--- config.mk ---
export PLATFORM = sky130hd
export DESIGN_NAME = dbg_bus_arbiter
export DESIGN_NICKNAME = d
export VERILOG_FILES = /design/src/rtl/dbg_arb_pkg.sv /design/src/rtl/dbg_req_tracker.sv /design/src/rtl/dbg_wait_timer.sv /design/src/rtl/dbg_longack_flag.sv /design/src/rtl/dbg_bus_arbiter.sv
export SDC_FILE = /design/constraint.sdc
export NUM_CORES = 1
export LEC_CHECK = 0
export CORE_UTILIZATION = 29
export DETAILED_ROUTE_END_ITERATION = 10
export SLEW_MARGIN = 20
export SYNTH_ARGS = -nofsm -noshare
export SYNTH_HDL_FRONTEND = slang
export SYNTH_SLANG_ARGS = --single-unit
--- constraint.sdc ---
create_clock -name clk -period 3.8 [get_ports clk]
set_clock_uncertainty 0.05 [all_clocks]
set_input_delay 0.57 -clock clk [delete_from_list [all_inputs] [get_ports clk]]
set_output_delay 0.57 -clock clk [all_outputs]
set_load 0.02 [all_outputs]
--- src/rtl/dbg_arb_pkg.sv ---
package dbg_arb_pkg;

    // Grant policy chosen each cycle from the handshake controls.
    typedef enum logic [0:0] {
        POL_NEXT_CYCLE = 1'b0,
        POL_WAIT_FREE  = 1'b1
    } policy_e;

    // Result of the per-cycle grant decision.
    typedef struct packed {
        logic grant;
        logic forced;
    } issue_t;

    localparam int unsigned DEFAULT_WAIT_LIMIT = 512;

    // Waiting for a free slot only applies with handshaking on and steal off.
    function automatic policy_e pick_policy(input logic ack_en, input logic steal);
        return (ack_en && !steal) ? POL_WAIT_FREE : POL_NEXT_CYCLE;
    endfunction

    function automatic issue_t decide(input logic    pending,
                                      input policy_e pol,
                                      input logic    bus_free,
                                      input logic    expired);
        issue_t r;
        r.grant  = 1'b0;
        r.forced = 1'b0;
        if (pending) begin
            if (pol == POL_NEXT_CYCLE) begin
                r.grant = 1'b1;
            end else if (bus_free) begin
                r.grant = 1'b1;
            end else if (expired) begin
                r.grant  = 1'b1;
                r.forced = 1'b1;
            end
        end
        return r;
    endfunction

endpackage

--- src/rtl/dbg_req_tracker.sv ---
module dbg_req_tracker (
    input  logic clk,
    input  logic rst,
    input  logic req_i,
    input  logic grant_i,
    output logic pend_o,
    output logic accept_o
);
    logic pend_q;

    // A new request is only taken when the slot is empty.
    assign accept_o = req_i && !pend_q;
    assign pend_o   = pend_q;

    always_ff @(posedge clk) begin
        if (rst) begin
            pend_q <= 1'b0;
        end else if (grant_i) begin
            pend_q <= 1'b0;
        end else if (accept_o) begin
            pend_q <= 1'b1;
        end
    end

    // a grant retires the slot
    assert_grant_retires_R9: assert property (@(posedge clk) disable iff (rst)
        grant_i |=> !pend_q);

    // an accepted request occupies the slot
    assert_accept_holds_R8: assert property (@(posedge clk) disable iff (rst)
        (accept_o && !grant_i) |=> pend_q);

endmodule

--- src/rtl/dbg_wait_timer.sv ---
module dbg_wait_timer #(
    parameter int unsigned LIMIT = 512
) (
    input  logic clk,
    input  logic rst,
    input  logic restart_i,
    input  logic run_i,
    output logic expired_o
);
    localparam int unsigned CNT_W = (LIMIT > 1) ? $clog2(LIMIT) : 1;
    localparam logic [CNT_W-1:0] LAST = CNT_W'(LIMIT - 1);

    logic [CNT_W-1:0] cnt_q;

    assign expired_o = (cnt_q == LAST);

    always_ff @(posedge clk) begin
        if (rst) begin
            cnt_q <= '0;
        end else if (restart_i) begin
            cnt_q <= '0;
        end else if (run_i && !expired_o) begin
            cnt_q <= cnt_q + 1'b1;
        end
    end

    // each accepted request starts counting from zero
    assert_restart_zero_R7: assert property (@(posedge clk) disable iff (rst)
        restart_i |=> (cnt_q == '0));

    // the count never passes the limit
    assert_no_overrun_R5: assert property (@(posedge clk) disable iff (rst)
        cnt_q <= LAST);

endmodule

--- src/rtl/dbg_longack_flag.sv ---
module dbg_longack_flag (
    input  logic clk,
    input  logic rst,
    input  logic stop_entry_i,
    input  logic ack_en_i,
    input  logic stop_cont_i,
    input  logic ack_done_i,
    output logic long_o
);
    logic flag_q;
    logic arm;

    assign arm    = stop_entry_i && ack_en_i && stop_cont_i;
    assign long_o = flag_q;

    // Arming wins over clearing in the same cycle.
    always_ff @(posedge clk) begin
        if (rst) begin
            flag_q <= 1'b0;
        end else if (arm) begin
            flag_q <= 1'b1;
        end else if (ack_done_i) begin
            flag_q <= 1'b0;
        end
    end

    // the flag only rises after a qualifying stop entry
    assert_rise_qualified_R10: assert property (@(posedge clk) disable iff (rst)
        $rose(flag_q) |-> $past(stop_entry_i && ack_en_i && stop_cont_i));

    // a completed handshake without re-arming drops the flag
    assert_done_clears_R12: assert property (@(posedge clk) disable iff (rst)
        (ack_done_i && !(stop_entry_i && ack_en_i && stop_cont_i)) |=> !flag_q);

endmodule

--- src/rtl/dbg_bus_arbiter.sv ---
module dbg_bus_arbiter
    import dbg_arb_pkg::*;
#(
    parameter int unsigned TIMEOUT_CYCLES = DEFAULT_WAIT_LIMIT
) (
    input  logic clk,
    input  logic rst,
    input  logic req_i,
    input  logic bus_free_i,
    input  logic ack_en_i,
    input  logic steal_i,
    input  logic stop_entry_i,
    input  logic stop_cont_i,
    input  logic ack_done_i,
    output logic grant_o,
    output logic timeout_o,
    output logic long_ack_o
);
    logic    pend_w;
    logic    accept_w;
    logic    expired_w;
    policy_e pol_w;
    issue_t  issue_w;

    dbg_req_tracker u_tracker (
        .clk      (clk),
        .rst      (rst),
        .req_i    (req_i),
        .grant_i  (issue_w.grant),
        .pend_o   (pend_w),
        .accept_o (accept_w)
    );

    dbg_wait_timer #(
        .LIMIT (TIMEOUT_CYCLES)
    ) u_timer (
        .clk       (clk),
        .rst       (rst),
        .restart_i (accept_w),
        .run_i     (pend_w && !issue_w.grant),
        .expired_o (expired_w)
    );

    dbg_longack_flag u_longack (
        .clk          (clk),
        .rst          (rst),
        .stop_entry_i (stop_entry_i),
        .ack_en_i     (ack_en_i),
        .stop_cont_i  (stop_cont_i),
        .ack_done_i   (ack_done_i),
        .long_o       (long_ack_o)
    );

    always_comb begin
        pol_w   = pick_policy(ack_en_i, steal_i);
        issue_w = decide(pend_w, pol_w, bus_free_i, expired_w);
    end

    assign grant_o   = issue_w.grant;
    assign timeout_o = issue_w.forced;

    // single-cycle grant
    assert_grant_single_R9: assert property (@(posedge clk) disable iff (rst)
        grant_o |=> !grant_o);

    // timeout only accompanies a grant, and lasts one cycle
    assert_timeout_with_grant_R6: assert property (@(posedge clk) disable iff (rst)
        timeout_o |-> grant_o);
    assert_timeout_pulse_R6: assert property (@(posedge clk) disable iff (rst)
        timeout_o |=> !timeout_o);

    // a waiting request stays held while the bus is busy and the limit is not reached
    assert_wait_holds_R4: assert property (@(posedge clk) disable iff (rst)
        (pend_w && ack_en_i && !steal_i && !bus_free_i && !expired_w) |-> !grant_o);

    // immediate policies never leave a pending request ungranted
    assert_next_cycle_R2: assert property (@(posedge clk) disable iff (rst)
        (pend_w && (!ack_en_i || steal_i)) |-> grant_o);

endmodule

==> summary.txt <==
Via count: 540
Die area: 2220 um2
Simple-gate share of the synthesized area: 33.9%
Cells resized by post-CTS repair: 0
Fin. Hold Viols: 0
Most frequent cell after synthesis: dfxtp_1
# nets final: 90
Met3 Wirelength: 86 um
Worst Path Arrival: 2420 ps
Initial DRC Count: 11
Number of synthesized register bits: 11
Area delta synth->final: 26.3%
CTS tree: done
Vias per cell: 5.24
Routed wl met2: 545 um
Die Width: 47.1 um
Std cell rows: 15
Netlist cell types: 23
Synthesis Warnings: 0
Initial antenna violation count: 0
Worst slew pin tran: 374 ps
Combinational family with the most area after synthesis: simple AND/OR/NAND/NOR gates
PortBufs: 11
H-tree depth: 1
Final-report max-slew violation count: 0
Number of synthesized flops with an enable pin: 0
Core area: 1820 um2
Gpl congestion: 0.647
Setup crit end kind: output pin
Worst skew pair latency: 270 ps
Pwr/cell area: 296 nW/um2
Antenna Cells: 0
Synth top area share: 37.3%
GR Overflow Total: 0
Synth top area cells: dfxtp_1, a21oi_1, nand3_1
Sequential Area: 220 um2
Peak supply drop: 0.000159 V
WP data required: 3180 ps
Initial Util: 32.4%
Final Critical Period: 3040 ps
Routed length per instance: 12.1 um
Max cap viols: 0
Unrepaired setup endpoints after global routing: false
Root Buffer: clkbuf_4
Final worst slack: 759 ps
Global Route Usage Sum: 13.4%
F_max: 0.329 GHz
Outcome: complete, no violations
Syn Area/Cell: 8.95 um2
Clock transition at path regs: 70 ps
Ys async rst share: 0%
Clock buffer depth: 2
I/O pin total: 12
Layout cells sized above 1: 10.3%
Setup TNS: 0 ps
Vias in the first global route: 472
Post-synthesis mux area share: 1.69%
Sequential area share after synthesis: 37.3%
Slew HR: 75.1%
CP Class: reg2out
Final Setup Violations: 0
Drt drc: 0
Hold WC Path Type: reg2reg
Top Metal Used: met4
Compound-Gate Fraction of Synth Area: 18.9%
DR pass1 iterations: 4
Post-synth top cells: dfxtp_1, a21oi_1, nand3_1
Xor/xnor share of the synthesized area: 0%
CP Max Fanout: 12
Layout Cells excl Fill: 103
Chip height: 47.1 um
M1 WL: 602 um
First-pass GRT wire length: 1990 um
Total wire length: 1240 um
Mapped cell area: 591 um2
Post-CTS Setup Inserts: 0
Syn_nets: 77
Crit start category: flop
Setup WS pre-CTS: 1040 ps
Synth Flop Type: dfxtp_1
Multi-input logic area: 347 um2
Adder-Cell Fraction of Synth Area: 4.24%
CTS buffer count: 3
Largest net degree at the start of global routing: 17
Largest area contributor in the netlist: dfxtp_1
Final ANT Viol Nets: 0
Fillers: 183
Leakage: 0.242 nW
Post-Place Cells: 99
Clock sinks: 11
Synth Instances: 66
Hold Buf Count CTS: 0
DP HPWL: 871 um
Final period util: 80.0%
## cells in the final DEF, fill, tap and decap left out, drive strengths merged
| master | Yosys | final |
|---|---|---|
| or3b | 1 | 1 |
| or3 | 2 | 2 |
| a21oi | 10 | 10 |
| mux2i | 1 | 1 |
| and4bb | 1 | 1 |
| clkdlybuf4s50 | 0 | 11 |
| nand2b | 3 | 3 |
| nor2 | 2 | 2 |
| nand4bb | 1 | 1 |
| or4 | 4 | 4 |
| dfxtp | 11 | 11 |
| nand3b | 1 | 1 |
| inv | 3 | 3 |
| nor4 | 1 | 1 |
| nand3 | 6 | 6 |
| nand4 | 1 | 1 |
| ha | 2 | 2 |
| nand2 | 3 | 3 |
| clkbuf | 2 | 4 |
| o31ai | 4 | 4 |
| o41a | 1 | 1 |
| o21ai | 4 | 4 |
| nand4b | 1 | 1 |
## routing by layer
metal | GRT usage [%] | up-vias
met5 | 0 | -
met4 | 5.14 | 0
met3 | 7.69 | 2
met2 | 20.0 | 15
met1 | 15.9 | 249
li1 | - | 274
## cells by family after synthesis
| kind of cell | count (synthesis) |
|---|---|
| DFF | 11 |
| buffers and inverters | 6 |
| adders and majority gates | 2 |
| muxes | 1 |
| and+or+nand+nor | 27 |
| AOI/OAI and AO/OA | 19 |
## sequential cells by signal, summed over array words and instances, names as in the netlist
| register | flops |
|---|---|
| u_longack.long_o | 1 |
| u_timer.cnt_q | 9 |
| u_tracker.pend_o | 1 |
## power by group
group / switching (mW) / internal (mW) / total [mW]
clock: 0.0406 / 0.0406 / 0.0812
combinational: 0.00866 / 0.0133 / 0.0219
sequential: 0.00127 / 0.116 / 0.118
## metrics by stage
stage	power, mW	hold slack, ps	area, um2	utilization (%)
3_3_place_gp	0.142	411	719	39.5
2_1_floorplan	0.129	402	591	-
4_1_cts	0.224	427	746	41.0
5_1_grt	0.230	455	746	41.0
6_report	0.221	417	746	41.0
3_5_place_dp	0.142	419	719	39.5
## critical path, cell delays in order, from the launching register on
cell and delay [ps]:
dfxtp_1 380, ha_1 240, nand3_1 90, nor2_1 130, ha_1 400, inv_1 150
nor2_1 130, clkdlybuf4s50_1 620
## cell type report
cell class              count  area share [%]
multi-input cells          49            46.5
flip-flops and latches     11            29.5
repair buffers             11            14.8
well taps                  25            4.19
clock buffers               4            3.52
inverters                   3            1.51
## worst paths after layout
path	start	to	slack, ps	cells after the start
max	u_timer.cnt_q[0]	timeout_o	760	7
min	u_longack.long_o	u_longack.long_o	420	2
max reg2reg	u_timer.cnt_q[0]	u_timer.cnt_q[7]	1650	7
min reg2reg	u_longack.long_o	u_longack.long_o	420	2
Note: power is estimated with default switching activity, not from simulation.
